===== src/rtl/autoflow_pkg.sv =====
package autoflow_pkg;

    localparam int unsigned AF_FIFO_DEPTH = 32;
    localparam int unsigned AF_LVL_W      = $clog2(AF_FIFO_DEPTH + 1);

    // control bit positions inside the feature and interrupt-enable bytes
    localparam int unsigned AF_FEAT_AUTO_CTS = 7;
    localparam int unsigned AF_FEAT_AUTO_RTS = 6;
    localparam int unsigned AF_IEN_RTS       = 6;
    localparam int unsigned AF_IEN_CTS       = 7;

    typedef enum logic [0:0] {
        CHG_RTS = 1'b0,
        CHG_CTS = 1'b1
    } chg_idx_e;

    typedef struct packed {
        logic cts;
        logic rts;
    } chg_flags_t;

    // Next throttle state of the receive side (1 = hold the remote off).
    function automatic logic af_throttle_next(
        input logic [AF_LVL_W-1:0] level,
        input logic                throttle,
        input int unsigned         hi_mark,
        input int unsigned         lo_mark
    );
        if (int'(level) >= int'(hi_mark))
            return 1'b1;
        else if (int'(level) <= int'(lo_mark))
            return 1'b0;
        return throttle;
    endfunction

endpackage


===== src/rtl/af_sync.sv =====
module af_sync #(
    parameter int unsigned STAGES  = 2,
    parameter logic        RST_VAL = 1'b1
) (
    input  logic clk,
    input  logic rst,
    input  logic d,
    output logic q
);
    logic [STAGES-1:0] chain;

    always_ff @(posedge clk) begin
        if (rst)
            chain <= {STAGES{RST_VAL}};
        else
            chain <= {chain[STAGES-2:0], d};
    end

    assign q = chain[STAGES-1];
endmodule


===== src/rtl/af_rts_ctrl.sv =====
module af_rts_ctrl
    import autoflow_pkg::*;
#(
    parameter int unsigned LVL_W   = AF_LVL_W,
    parameter int unsigned HI_MARK = 28,
    parameter int unsigned LO_MARK = 16
) (
    input  logic             clk,
    input  logic             rst,
    input  logic             auto_en,
    input  logic             mcr_rts,
    input  logic [LVL_W-1:0] level,
    output logic             rts_n
);
    logic throttle_q;
    logic throttle_d;

    always_comb begin
        if (auto_en)
            throttle_d = af_throttle_next(level, throttle_q, HI_MARK, LO_MARK);
        else
            throttle_d = 1'b0;
    end

    always_ff @(posedge clk) begin
        if (rst) begin
            throttle_q <= 1'b0;
            rts_n      <= 1'b1;
        end else begin
            throttle_q <= throttle_d;
            rts_n      <= auto_en ? throttle_d : ~mcr_rts;
        end
    end
endmodule


===== src/rtl/af_edge_flag.sv =====
module af_edge_flag #(
    parameter logic RST_VAL = 1'b1
) (
    input  logic clk,
    input  logic rst,
    input  logic sig,
    input  logic clr,
    output logic flag
);
    logic sig_prev;

    always_ff @(posedge clk) begin
        if (rst) begin
            sig_prev <= RST_VAL;
            flag     <= 1'b0;
        end else begin
            sig_prev <= sig;
            // a fresh edge wins over a simultaneous read
            if (sig != sig_prev)
                flag <= 1'b1;
            else if (clr)
                flag <= 1'b0;
        end
    end
endmodule


===== src/rtl/uart_autoflow.sv =====
module uart_autoflow
    import autoflow_pkg::*;
#(
    parameter int unsigned FIFO_DEPTH  = AF_FIFO_DEPTH,
    parameter int unsigned HI_MARK     = 28,
    parameter int unsigned LO_MARK     = 16,
    parameter int unsigned SYNC_STAGES = 2,
    localparam int unsigned LVL_W      = $clog2(FIFO_DEPTH + 1)
) (
    input  logic             clk,
    input  logic             rst,
    input  logic [7:0]       feat_reg,
    input  logic [7:0]       irq_en,
    input  logic             mcr_rts,
    input  logic [LVL_W-1:0] rx_level,
    input  logic             cts_n_in,
    input  logic             tx_start_req,
    input  logic             flag_rd,
    output logic             rts_n_out,
    output logic             tx_go,
    output logic             rts_chg,
    output logic             cts_chg,
    output logic             irq
);
    logic       auto_rts;
    logic       auto_cts;
    logic       cts_n_sync;
    logic [1:0] watched;
    chg_flags_t flags;
    logic [1:0] flag_vec;

    assign auto_rts = feat_reg[AF_FEAT_AUTO_RTS];
    assign auto_cts = feat_reg[AF_FEAT_AUTO_CTS];

    af_sync #(.STAGES(SYNC_STAGES), .RST_VAL(1'b1)) u_cts_sync (
        .clk (clk),
        .rst (rst),
        .d   (cts_n_in),
        .q   (cts_n_sync)
    );

    af_rts_ctrl #(.LVL_W(LVL_W), .HI_MARK(HI_MARK), .LO_MARK(LO_MARK)) u_rts (
        .clk     (clk),
        .rst     (rst),
        .auto_en (auto_rts),
        .mcr_rts (mcr_rts),
        .level   (rx_level),
        .rts_n   (rts_n_out)
    );

    assign watched[CHG_RTS] = rts_n_out;
    assign watched[CHG_CTS] = cts_n_sync;

    for (genvar g = 0; g < 2; g++) begin : g_flag
        af_edge_flag #(.RST_VAL(1'b1)) u_flag (
            .clk  (clk),
            .rst  (rst),
            .sig  (watched[g]),
            .clr  (flag_rd),
            .flag (flag_vec[g])
        );
    end

    assign flags.rts = flag_vec[CHG_RTS];
    assign flags.cts = flag_vec[CHG_CTS];

    assign tx_go   = tx_start_req & (~auto_cts | ~cts_n_sync);
    assign rts_chg = flags.rts;
    assign cts_chg = flags.cts;
    assign irq     = (flags.rts & irq_en[AF_IEN_RTS]) | (flags.cts & irq_en[AF_IEN_CTS]);
endmodule


===== config.mk =====
export PLATFORM = sky130hd
export DESIGN_NAME = uart_autoflow
export DESIGN_NICKNAME = d
export VERILOG_FILES = /design/src/rtl/autoflow_pkg.sv /design/src/rtl/af_sync.sv /design/src/rtl/af_rts_ctrl.sv /design/src/rtl/af_edge_flag.sv /design/src/rtl/uart_autoflow.sv
export SDC_FILE = /design/constraint.sdc
export NUM_CORES = 1
export LEC_CHECK = 0
export BUFFER_PORTS_ARGS = -buffer_cell sky130_fd_sc_hd__buf_2
export CAP_MARGIN = 20
export CORE_AREA = 4 4 41 43
export DETAILED_ROUTE_END_ITERATION = 8
export DIE_AREA = 0 0 45 47
export PLACE_DENSITY = 0.54
export SETUP_SLACK_MARGIN = 0.2
export SYNTH_ARGS = -nofsm -noshare
export SYNTH_HDL_FRONTEND = slang
export SYNTH_SLANG_ARGS = --single-unit

===== constraint.sdc =====
create_clock -name clk -period 2 [get_ports clk]
set_input_delay 0.4 -clock clk [delete_from_list [all_inputs] [get_ports clk]]
set_output_delay 0.4 -clock clk [all_outputs]
set_load 0.005 [all_outputs]

Yosys cells after proc, flatten, opt, wreduce, memory -nomap -nowiden
Cells that the tools add are included.
{"block": "word_totals", "regBits": 8, "latch_bits": 0, "mem_bits_rw": 0, "romBits": 0, "inputBits": 28, "out_inout_bits": 5, "word_cells": 32, "memories": 0}
{"block": "classes", "n_addsub": 0, "n_mul": 0, "n_div": 0, "order_cmp": 2, "eq_ne": 2, "shift": 0, "n_mux": 11, "bitwise_logic": 8, "n_reduce_logical": 2}
{"cell": "two-way mux 1 bit", "count": 11}
{"cell": "greater-or-equal comparator 6 x 5 -> 1 bit, second input constant", "count": 1}
{"cell": "<= comparator 6 x 5 -> 1 bit, second input constant", "count": 1}
{"cell": "nonzero test 2 bit", "count": 2}
{"cell": "bitwise AND 1 bit", "count": 3}
{"cell": "NOT 1 bit", "count": 3}
{"cell": "inequality test 1 bit", "count": 2}
{"cell": "OR 1 bit", "count": 2}

Logic depth before layout (Yosys ltp)
{"block": "depth", "depth_word": 7, "depth_mapped": 3, "depth_no_buf": 3}

By module
A second synthesis with hierarchy kept.
{"block": "hier_totals", "cells_unflattened": 28, "area_unflattened_um2": 299.0}
{"mod": "af_edge_flag", "instances": 2, "cells_per_inst": 6, "area_per_inst_um2": 66.3, "seq_area_each_um2": 40.0}
{"mod": "af_rts_ctrl", "instances": 1, "cells_per_inst": 10, "area_per_inst_um2": 97.6, "seq_area_each_um2": 40.0}
{"mod": "af_sync", "instances": 1, "cells_per_inst": 4, "area_per_inst_um2": 52.6, "seq_area_each_um2": 40.0}
{"mod": "uart_autoflow", "instances": 1, "cells_per_inst": 2, "area_per_inst_um2": 16.3, "seq_area_each_um2": 0.0}

Worst setup path after synthesis
Ideal clock, no wire load.
{"block": "synth_path", "path_kind": "input -> output", "startpoint": "in irq_en[7]", "endpoint": "out irq", "arrival_ns": 0.617, "required_ns": 1.600, "path_slack_ns": 0.983, "stages": 1, "path_buffers": 0, "path_cell_list": "a22o_1"}
{"block": "synth_between", "elab_chain_cells": 2}
{"item": "from (decl)", "line_no": "uart_autoflow.sv:13", "text": "input logic [7:0] irq_en,"}
{"item": "bitwise AND 1 bit", "line_no": "uart_autoflow.sv:70", "text": "assign irq = (flags.rts & irq_en[AF_IEN_RTS]) | (flags.cts & irq_en[AF_IEN_CTS]);"}
{"item": "OR 1 bit", "line_no": "uart_autoflow.sv:70"}
{"item": "to (decl)", "line_no": "uart_autoflow.sv:23", "text": "output logic irq"}
Every way passes these cells.

Final worst setup path
{"block": "layout_path", "startpoint": "reg g_flag[1].u_flag.flag", "endpoint": "out irq"}
{"block": "layout_between", "elab_chain_cells": 2}
{"item": "from (decl)", "line_no": "af_edge_flag.sv:8", "text": "output logic flag"}
{"item": "from (signal assigned)", "line_no": "af_edge_flag.sv:15", "text": "flag <= 1'b0;"}
{"item": "from (signal assigned)", "line_no": "af_edge_flag.sv:20", "text": "flag <= 1'b1;"}
{"item": "from (signal assigned)", "line_no": "af_edge_flag.sv:22", "text": "flag <= 1'b0;"}
{"item": "bitwise AND 1 bit", "line_no": "uart_autoflow.sv:70"}
{"item": "OR 1 bit", "line_no": "uart_autoflow.sv:70"}
Every way passes these cells.

==> flow_summary.yaml <==
outcome:
  status: "completed"
power:
  power_frac_seq_pct: 52.1
  p_switching_uw: 68.87
  p_sw_share_pct: 20.70
  clkPwrFrac_pct: 34.7
  combPwrFrac_pct: 13.2
  powerDensity_mw_per_mm2: 736.8
  intPower_uw: 263.9
  p_leak_nw: 0.2081
  ir_worst_vdd_mv: 0.3488
global_routing:
  grt_start_max_net_pins: 10
  antenna_found_initial: 0
  met1_usage_pct: 5.747
  grt_pass1_vias: 257
  grt_pass1_wl_um: 897
  groute.usage.overall_pct: 6.265
  met2_usage_pct: 9.887
  gr-total-overflow: 0
  use_met3_pct: 3.831
  grt_busiest_layer: "met2"
setup_path:
  path_buf_inv: 1
  crit_fanout: 3
  crit_path_start_kind: "register"
  cp_top_family: "flip-flops"
  path_depth: 2
  worstRegToRegCells: 3
  critPathSlowestCell: "dfxtp_1"
  worstPathArrival_ps: 880
  cp_data_required_time_ps: 1600
  cp-end-kind: "primary output"
  path_cells: "a22o_1, buf_2"
  slowest_delay_ps: 320
  ff2ff_setup_slack_ps: 1250
  crit_type: "reg -> out"
worst_hold_path:
  hp-class: "in -> reg"
  worstHoldPathCells: 2
synth:
  syn_area_um2: 310.3
  synth_fp_nets: 58
  avgSynthCellArea_um2: 10.34
  yosys_register_bits: 8
  ys_seq_area_share_pct: 51.61
  syn-instance-count: 30
  yosys_warnings: 0
  yosysUniqueCellTypes: 17
clock_tree:
  htreeDepth: 1
  clkTransAtPathRegs_ps: 50
  post_cts_resized: 0
  cts_root_buffer: "clkbuf_4"
  clk_path_buf_depth: 2
  hold_buffers: 0
  clock_sinks: 8
  clk_latency_ps: 240
  post_cts_buffers: 0
  cts_tree: "done"
  cts_buffers: 3
timing:
  slew_viol_final: 0
  finalSetupTns_ps: 0
  finalCritPeriodShare_pct: 63.86
  skew_ps: 1.787
  hold_viol_final: 0
  setup_viol: 0
  fmax_mhz: 783.0
  rsz0062_at_grt: "no"
  period_minus_slack_ps: 1277
  worst_pin_slew_ps: 246.8
  slew_headroom_pct: 83.41
  hold_slack_ps: 338.6
placed_design:
  dp.cells: 65
  dp_hpwl_um: 492.1
  port_buffers: 20
  place.gp.congestion: 0.6405
  place_area_um2: 429.2
floorplan:
  die_h_um: 47
  die_x_um: 45
  num_rows: 13
  die_area_mm2: 0.002115
  core_mm2: 0.001301
  ioPinCount: 33
  initial_core_util_pct: 23.85
cells_and_area:
  instances_no_fill: 68
  num_antenna_cells: 0
  fin_nets: 83
  fin_util_pct: 34.71
  drive_gt1_share_pct: 52.83
  fillers: 150
  area_growth_pct: 45.56
  stdcell_area_um2: 451.7
flow_run:
  max_cap_viol_count: 0
routing:
  drt_iter0_markers: 0
  viasPerCell: 4.294
  vias: 292
  wire_per_inst_um: 8.691
  wl_um: 591
  ant_nets: 0
  drc: 0
  firstDrtPassIters: 1
[per-layer routing]
metal | share of wire [%] | vias up
met5 | 0 | -
met4 | 0 | 0
met3 | 17 | 0
met2 | 43 | 17
met1 | 40 | 123
li1 | - | 152
[worst paths after layout]
kind                         start                   to
min reg2reg    u_cts_sync.chain[0]  u_cts_sync.chain[1]
max reg2reg       u_rts.throttle_q          u_rts.rts_n
max          g_flag[1].u_flag.flag                  irq
min                       cts_n_in  u_cts_sync.chain[0]
[state kept, by name, indices dropped and copies added, names as in the netlist]
signal                  count
u_rts.rts_n                 1
u_rts.throttle_q            1
g_flag.u_flag.sig_prev      2
g_flag.u_flag.flag          2
u_cts_sync.chain            2
[power by group through the flow]
stage / combinational [mW] / clock, mW / sequential [mW]
CTS: 0.0449 / 0.124 / 0.173
detailed placement: 0.0447 / 0 / 0.177
global route: 0.0500 / 0.128 / 0.174
finish: 0.0440 / 0.116 / 0.173
global placement: 0.0443 / 0 / 0.177
floorplan: 0.0172 / 0 / 0.177
[Yosys cell counts]
cell      instances  share of area (%)
nor3b_1           1                2.4
nand3_1           1                1.6
o211ai_1          1                2.4
dfxtp_1           8                 52
nand2b_1          2                4.0
nor4_2            1                4.0
a22o_1            1                2.8
xnor2_1           2                5.6
and3b_1           1                2.8
or2_2             4                8.1
inv_1             1                1.2
o31a_1            1                2.8
nand2_1           1                1.2
a21boi_0          1                2.4
a21oi_1           2                3.2
a31oi_1           1                2.0
o21ai_1           1                1.6
[logic make-up after synthesis]
| group | Yosys count | share of synthesized area [%] |
|---|---|---|
| xor gates and xnor gates | 2 | 5.646 |
| AOI/OAI and AO/OA | 8 | 17.34 |
| and+or+nand+nor | 11 | 24.19 |
| buffers and inverters | 1 | 1.209 |
| DFF | 8 | 51.61 |
[worst register-to-register path: cells and delay by family, from the launching register on]
kind | cells | cell delay (ps)
compound gates | 2 | 320
flops | 1 | 310
simple gates | 1 | 60
[per-stage QoR]
stage	power (mW)	setup slack [ps]
5_1_grt	0.3521	680.1
6_report	0.3328	722.9
4_1_cts	0.3425	704.2
3_5_place_dp	0.2214	775.7
3_3_place_gp	0.2209	777.2
2_1_floorplan	0.1939	983.0
[placed cells by master, fill, tap and decap left out, drive strengths merged]
| cell | n |
|---|---|
| nor3b | 1 |
| o211ai | 1 |
| xnor2 | 2 |
| or2 | 4 |
| nand2b | 2 |
| o31a | 1 |
| nor4 | 1 |
| a21oi | 2 |
| o21ai | 1 |
| a22o | 1 |
| a31oi | 1 |
| buf | 20 |
| and3b | 1 |
| clkbuf | 3 |
| a21boi | 1 |
| dfxtp | 8 |
| inv | 1 |
| nand2 | 1 |
| nand3 | 1 |
[final cells by class]
| class | count | area (µm²) | share of cell area [%] |
|---|---|---|---|
| clock buffer | 3 | 22.52 | 4.986 |
| sequential | 8 | 160.2 | 35.46 |
| multi-input combinational | 21 | 146.4 | 32.41 |
| inverter | 1 | 3.754 | 0.8310 |
| tap | 15 | 18.77 | 4.155 |
| timing repair buffer | 20 | 100.1 | 22.16 |
Power figures use the tool's default switching activity.
